### config.mk
export PLATFORM = sky130hd
export DESIGN_NAME = qrot_upconv
export DESIGN_NICKNAME = d
export VERILOG_FILES = /design/src/rtl/qrot_pkg.sv /design/src/rtl/qrot_phase_ctr.sv /design/src/rtl/qrot_stage_in.sv /design/src/rtl/qrot_mix_out.sv /design/src/rtl/qrot_carrier.sv /design/src/rtl/qrot_upconv.sv
export SDC_FILE = /design/constraint.sdc
export NUM_CORES = 1
export LEC_CHECK = 0
export ABC_AREA = 1
export BUFFER_PORTS_ARGS = -buffer_cell sky130_fd_sc_hd__buf_4
export CAP_MARGIN = 20
export CORE_ASPECT_RATIO = 1.1
export CORE_MARGIN = 8
export CORE_UTILIZATION = 30
export CTS_CLUSTER_DIAMETER = 50
export DETAILED_ROUTE_END_ITERATION = 6
export PLACE_DENSITY_LB_ADDON = 0.05
export REMOVE_ABC_BUFFERS = 1
export SETUP_SLACK_MARGIN = 0.3
export SLEW_MARGIN = 20
export SYNTH_ARGS = -nofsm -noshare
export SYNTH_HDL_FRONTEND = slang
export SYNTH_HIERARCHICAL = 1
export SYNTH_SLANG_ARGS = --single-unit
### constraint.sdc
create_clock -name clk -period 7.05 [get_ports clk]
set_input_delay 0 -clock clk [delete_from_list [all_inputs] [get_ports clk]]
set_output_delay 0 -clock clk [all_outputs]
set_load 0.02 [all_outputs]
### src/rtl/qrot_pkg.sv
package qrot_pkg;
  typedef logic [1:0] phase_t;
  typedef enum logic {MODE_COS = 1'b0, MODE_DIAG = 1'b1} mode_e;
endpackage

### src/rtl/qrot_phase_ctr.sv
module qrot_phase_ctr
  import qrot_pkg::*;
(
  input  logic   clk,
  input  logic   rst_n,
  input  logic   take,
  output phase_t phase
);
  phase_t ph_q;

  always_ff @(posedge clk) begin
    if (!rst_n) ph_q <= '0;
    else if (take) ph_q <= ph_q + 2'd1;
  end

  assign phase = ph_q;

  assert_phase_step_R3: assert property (@(posedge clk) disable iff (!rst_n)
    take |=> phase == $past(phase) + 2'd1);
  assert_phase_hold_R3: assert property (@(posedge clk) disable iff (!rst_n)
    !take |=> $stable(phase));
endmodule

### src/rtl/qrot_stage_in.sv
module qrot_stage_in
  import qrot_pkg::*;
#(
  parameter int DW = 16
) (
  input  logic                 clk,
  input  logic                 rst_n,
  input  logic                 in_valid,
  input  logic                 in_mode,
  input  logic signed [DW-1:0] in_data,
  input  phase_t               phase,
  output logic                 ready,
  output logic                 take,
  output logic                 s1_valid,
  output logic signed [DW-1:0] s1_data,
  output phase_t               s1_phase,
  output mode_e                s1_mode
);
  logic ready_q;

  assign ready = ready_q;
  assign take  = in_valid && ready_q;

  always_ff @(posedge clk) begin
    if (!rst_n) begin
      ready_q  <= 1'b0;
      s1_valid <= 1'b0;
      s1_data  <= '0;
      s1_phase <= '0;
      s1_mode  <= MODE_COS;
    end else begin
      ready_q  <= 1'b1;
      s1_valid <= take;
      if (take) begin
        s1_data  <= in_data;
        s1_phase <= phase;
        s1_mode  <= mode_e'(in_mode);
      end
    end
  end
endmodule

### src/rtl/qrot_mix_out.sv
module qrot_mix_out
  import qrot_pkg::*;
#(
  parameter int DW = 16
) (
  input  logic                 clk,
  input  logic                 rst_n,
  input  logic                 s1_valid,
  input  logic signed [DW-1:0] s1_data,
  input  phase_t               s1_phase,
  input  mode_e                s1_mode,
  output logic                 out_valid,
  output logic signed [DW-1:0] out_data
);
  localparam int AW = DW + 9;
  localparam logic signed [DW-1:0] MAXV = {1'b0, {(DW-1){1'b1}}};
  localparam logic signed [DW-1:0] MINV = {1'b1, {(DW-1){1'b0}}};
  localparam logic signed [AW-1:0] HALF = AW'(128);

  function automatic logic signed [DW-1:0] neg_sat(input logic signed [DW-1:0] x);
    if (x == MINV) return MAXV;
    return -x;
  endfunction

  function automatic logic signed [DW-1:0] scale_diag(input logic signed [DW-1:0] x);
    logic signed [AW-1:0] xe, acc;
    xe  = {{9{x[DW-1]}}, x};
    acc = (xe <<< 7) + (xe <<< 5) + (xe <<< 4) + (xe <<< 2) + xe + HALF;
    return acc[DW+7:8];
  endfunction

  logic signed [DW-1:0] mixed, scaled;
  logic                 hit_min_neg;

  always_comb begin
    scaled = scale_diag(s1_data);
    mixed  = '0;
    if (s1_mode == MODE_COS) begin
      case (s1_phase)
        2'd0:    mixed = s1_data;
        2'd2:    mixed = neg_sat(s1_data);
        default: mixed = '0;
      endcase
    end else begin
      mixed = s1_phase[1] ? neg_sat(scaled) : scaled;
    end
  end

  assign hit_min_neg = s1_valid && (s1_mode == MODE_COS) && (s1_phase == 2'd2)
                       && (s1_data == MINV);

  always_ff @(posedge clk) begin
    if (!rst_n) begin
      out_valid <= 1'b0;
      out_data  <= '0;
    end else begin
      out_valid <= s1_valid;
      if (s1_valid) out_data <= mixed;
    end
  end

  assert_min_saturates_R5: assert property (@(posedge clk) disable iff (!rst_n)
    hit_min_neg |=> out_data == MAXV);
  assert_odd_phase_zero_R4: assert property (@(posedge clk) disable iff (!rst_n)
    (s1_valid && s1_mode == MODE_COS && s1_phase[0]) |=> out_data == '0);
  assert_idle_hold_R8: assert property (@(posedge clk) disable iff (!rst_n)
    !s1_valid |=> $stable(out_data));
endmodule

### src/rtl/qrot_carrier.sv
module qrot_carrier
  import qrot_pkg::*;
(
  input  logic   clk,
  input  logic   rst_n,
  input  logic   s1_valid,
  input  phase_t s1_phase,
  output logic   carr_p,
  output logic   carr_n
);
  always_ff @(posedge clk) begin
    if (!rst_n) begin
      carr_p <= 1'b1;
      carr_n <= 1'b0;
    end else if (s1_valid) begin
      carr_p <= !s1_phase[1];
      carr_n <= s1_phase[1];
    end
  end

  assert_carrier_complement_R7: assert property (@(posedge clk) disable iff (!rst_n)
    carr_p != carr_n);
  assert_carrier_hold_R8: assert property (@(posedge clk) disable iff (!rst_n)
    !s1_valid |=> ($stable(carr_p) && $stable(carr_n)));
endmodule

### src/rtl/qrot_upconv.sv
module qrot_upconv
  import qrot_pkg::*;
#(
  parameter int DW = 16
) (
  input  logic          clk,
  input  logic          rst_n,
  input  logic          in_mode,
  input  logic          in_valid,
  output logic          in_ready,
  input  logic [DW-1:0] in_data,
  output logic          out_valid,
  output logic [DW-1:0] out_data,
  output logic          carr_p,
  output logic          carr_n
);
  phase_t               phase, s1_phase;
  mode_e                s1_mode;
  logic                 take, s1_valid;
  logic signed [DW-1:0] s1_data, mix_data;

  qrot_phase_ctr u_phase (
    .clk(clk), .rst_n(rst_n), .take(take), .phase(phase)
  );

  qrot_stage_in #(.DW(DW)) u_in (
    .clk(clk), .rst_n(rst_n), .in_valid(in_valid), .in_mode(in_mode),
    .in_data(in_data), .phase(phase), .ready(in_ready), .take(take),
    .s1_valid(s1_valid), .s1_data(s1_data), .s1_phase(s1_phase), .s1_mode(s1_mode)
  );

  qrot_mix_out #(.DW(DW)) u_mix (
    .clk(clk), .rst_n(rst_n), .s1_valid(s1_valid), .s1_data(s1_data),
    .s1_phase(s1_phase), .s1_mode(s1_mode), .out_valid(out_valid), .out_data(mix_data)
  );

  qrot_carrier u_carr (
    .clk(clk), .rst_n(rst_n), .s1_valid(s1_valid), .s1_phase(s1_phase),
    .carr_p(carr_p), .carr_n(carr_n)
  );

  assign out_data = mix_data;

  assert_two_stage_latency_R2: assert property (@(posedge clk) disable iff (!rst_n)
    out_valid == $past(take, 2));
endmodule

==> impl_metrics.csv <==
group,metric,value,unit
die,core,17400,um^2
grt,antenna_found_initial,0,
worst_setup_path,path_cells,"inv_1 -> fa_1 -> inv_1 -> fa_1 -> inv_1 -> fa_1 -> inv_1 -> ha_1 -> nand2_1 -> nand2_1 -> nand2_1 -> nand2_1 -> a21oi_1 -> nand2_2 -> a21oi_2 -> xor2_2 -> nor2_2 -> inv_2 -> nor2_2 -> nor2_4 -> nand3_1 -> nand2_1 -> a21oi_1",
timing,timing.final.crit_period,4.92,ns
worst_setup_path,start_kind,"flop",
drt,via_per_inst,4.40,
worst_setup_path,cp_max_fo,16,
cells_and_area,layout.nets,944,
cells_and_area,fin_util,35.2,%
drt,drtPass1Iterations,4,
power,ir_drop,0.0887,mV
clock_network,clkTransAtPathRegs,0.07,ns
cells_and_area,synthToLayoutAreaGrowth,16.3,%
synth,synth_top_cell_by_area,"dfxtp_1",
synth,synthFlopType,"dfxtp_1",
die,start_util,30.2,%
synth,ys_top_cells_by_count,"212 x nand2_1, 157 x inv_1, 79 x nor2_1",
drt,drc_errors,0,
worst_setup_path,worstPathArrival,5.08,ns
synth,synth_top_area_share,16.0,%
clock_network,cts_buffer_depth,2,
die,num_io_pins,40,
die,rows,51,
clock_network,clock-sinks,42,
worst_setup_path,crit_top_cell,"nand2_1",
placed_design,hpwl,12200,um
power,p_leak,3.18,nW
cells_and_area,register_area,841,um^2
timing,maxSlewHeadroom,41.6,%
placed_design,dpl-instance-area,5760,um^2
power,power.density,231,nW/um^2
worst_setup_path,critPathKind,"flop to flop",
cells_and_area,drive_above_1_share,13.2,%
clock_network,root_buffer,"clkbuf_16",
timing,setup_ws,2.13,ns
timing,tns,0,ns
worst_setup_path,crit_slowest_cell,"dfxtp_1",
synth,async_flop_share,0,%
drt,detail_route.wl_per_cell,13.7,um
cells_and_area,fillerInstances,1921,
drt,ant_nets,0,
synth,synth_most_common_cell,"nand2_1",
cells_and_area,n_antenna_cell,0,
timing,rsz0062_at_grt,"false",
placed_design,portBuffers,39,
grt,overflow,0,
grt,track_usage,13.8,%
synth,avgSynthCellArea,6.66,um^2
synth,ys_ff_latch,42,
worst_hold_path,hp-class,"input pin to flop",
grt,grt_max_degree,41,
worst_setup_path,critPathBufInv,5,
clock_network,cts_tree,"yes",
synth,synth_area_leaders,"dfxtp_1 16%, nand2_1 15%, fa_1 15%",
run_status,status,"completed",
synth,yosys_warnings,6,
worst_setup_path,worstPathRequired,7.22,ns
cells_and_area,multi_input_area,3690,um^2
clock_network,cts_made_buffers,5,
placed_design,gp_congestion,0.842,
clock_network,cts_hold_buf,17,
worst_setup_path,slowest_delay,0.59,ns
timing,finalClockSkew,0.00615,ns
clock_network,cts_resized,0,
timing,finalHoldViolCount,0,
placed_design,pre_cts_slack,2.07,ns
timing,fmax,0.203,GHz
clock_network,post_cts_buffers,0,
die,die_h,155,um
die,die_area,22000,um^2
drt,dr_total_vias,4755,
worst_setup_path,crit_family,"adder cells",
cells_and_area,fin_area,6130,um^2
die,die_x,142,um
grt,first_global_vias,4718,
clock_network,clock_latency,0.30,ns
synth,syn_area,5270,um^2
synth,synth_cell_type_count,43,
timing,period_share,69.7,%
synth,synth-edff-count,0,
timing,slew_viol_final,0,
drt,drt_iter0_markers,240,
grt,grt_pass1_wl,23900,um
synth,yosysSeqAreaShare,16.0,%
synth,syn-instance-count,791,
job,timing.max_cap.violations,0,
drt,routed_wl,14800,um
worst_setup_path,end_kind,"flop",
timing,setup_violations,0,
clock_network,cts-htree-levels,2,
timing,worst_pin_slew,0.875,ns
[per-stage QoR]
step	total power [mW]	instances	hold WS (ns)
floorplan	0.897	775	0.0277
global placement	1.10	1055	0.222
detailed placement	1.10	1055	0.229
CTS	1.44	1080	0.0195
global route	1.57	1080	0.0268
finish	1.42	1080	0.0197
[placed cells by master, fill, tap and decap left out, types with 6 or more instances in the layout]
| cell type | instances |
|---|---|
| inv_2 | 6 |
| nand2_1 | 212 |
| a21oi_1 | 37 |
| buf_4 | 42 |
| nand3_2 | 15 |
| nand2_2 | 15 |
| fa_1 | 39 |
| xor2_1 | 8 |
| o21ai_0 | 17 |
| nand3_1 | 41 |
| dlygate4sd3_1 | 17 |
| inv_1 | 157 |
| nor2_1 | 79 |
| nand3b_1 | 6 |
| nor2_2 | 12 |
| ha_1 | 44 |
| dfxtp_1 | 42 |
[worst register-to-register path: stages, from the launching register on]
cell	delay, ns
dfxtp_1	0.59
inv_1	0.19
fa_1	0.51
inv_1	0.05
fa_1	0.52
inv_1	0.05
fa_1	0.50
inv_1	0.04
ha_1	0.39
nand2_1	0.11
nand2_1	0.08
nand2_1	0.07
nand2_1	0.05
a21oi_1	0.21
nand2_2	0.10
a21oi_2	0.18
xor2_2	0.23
nor2_2	0.07
inv_2	0.05
nor2_2	0.04
nor2_4	0.44
nand3_1	0.14
nand2_1	0.09
a21oi_1	0.05
[logic make-up (layout without fill, tap and decap cells)]
family,after synthesis,after routing,synth area share (%)
buf+inv,180,231,14.0
flops,42,42,16.0
compound gates,75,75,8.29
simple gates,400,400,34.5
xor+xnor,11,11,1.97
fa+ha+maj,83,83,25.3
[metal layers]
metal,part of all wire (%),up-vias,track usage [%]
li1,-,2533,-
met1,49,2131,17.8
met2,45,72,23.0
met3,3.6,19,2.30
met4,1.9,0,4.20
met5,0,-,0
[area by class of cell]
cell class | count | share of cell area, %
multi-input cells | 569 | 60.2
flip-flops and latches | 42 | 13.7
inverters | 164 | 10.0
repair buffers | 59 | 7.92
well taps | 238 | 4.86
clock buffers | 6 | 2.27
clock inverters | 2 | 0.980
[worst paths after layout]
path / startpoint / end / slack [ns] / cells past startpoint
min reg2reg: u_mix/out_data[2]$_SDFFE_PN0P_ / u_mix/out_data[2]$_SDFFE_PN0P_ / 0.46 / 2
min: rst_n / u_in/ready$_DFF_P_ / 0.02 / 1
max: u_in/s1_data[11]$_SDFFE_PN0P_ / u_mix/out_data[8]$_SDFFE_PN0P_ / 2.13 / 23
max reg2reg: u_in/s1_data[11]$_SDFFE_PN0P_ / u_mix/out_data[8]$_SDFFE_PN0P_ / 2.13 / 23
[state kept, by name, summed over array words and instances, names as in the netlist]
signal,flops
u_carr/carr_n,1
u_carr/carr_p,1
u_in/ready,1
u_in/s1_data,16
u_in/s1_mode,1
u_in/s1_phase,2
u_in/s1_valid,1
u_mix/out_data,16
u_mix/out_valid,1
u_phase/phase,2
[power by group]
part	switching [mW]	leakage (nW)	internal, mW
combinational	0.542	2.74	0.286
clock	0.107	0.0971	0.213
sequential	0.0199	0.344	0.250
(Power assumes the default switching activity.)
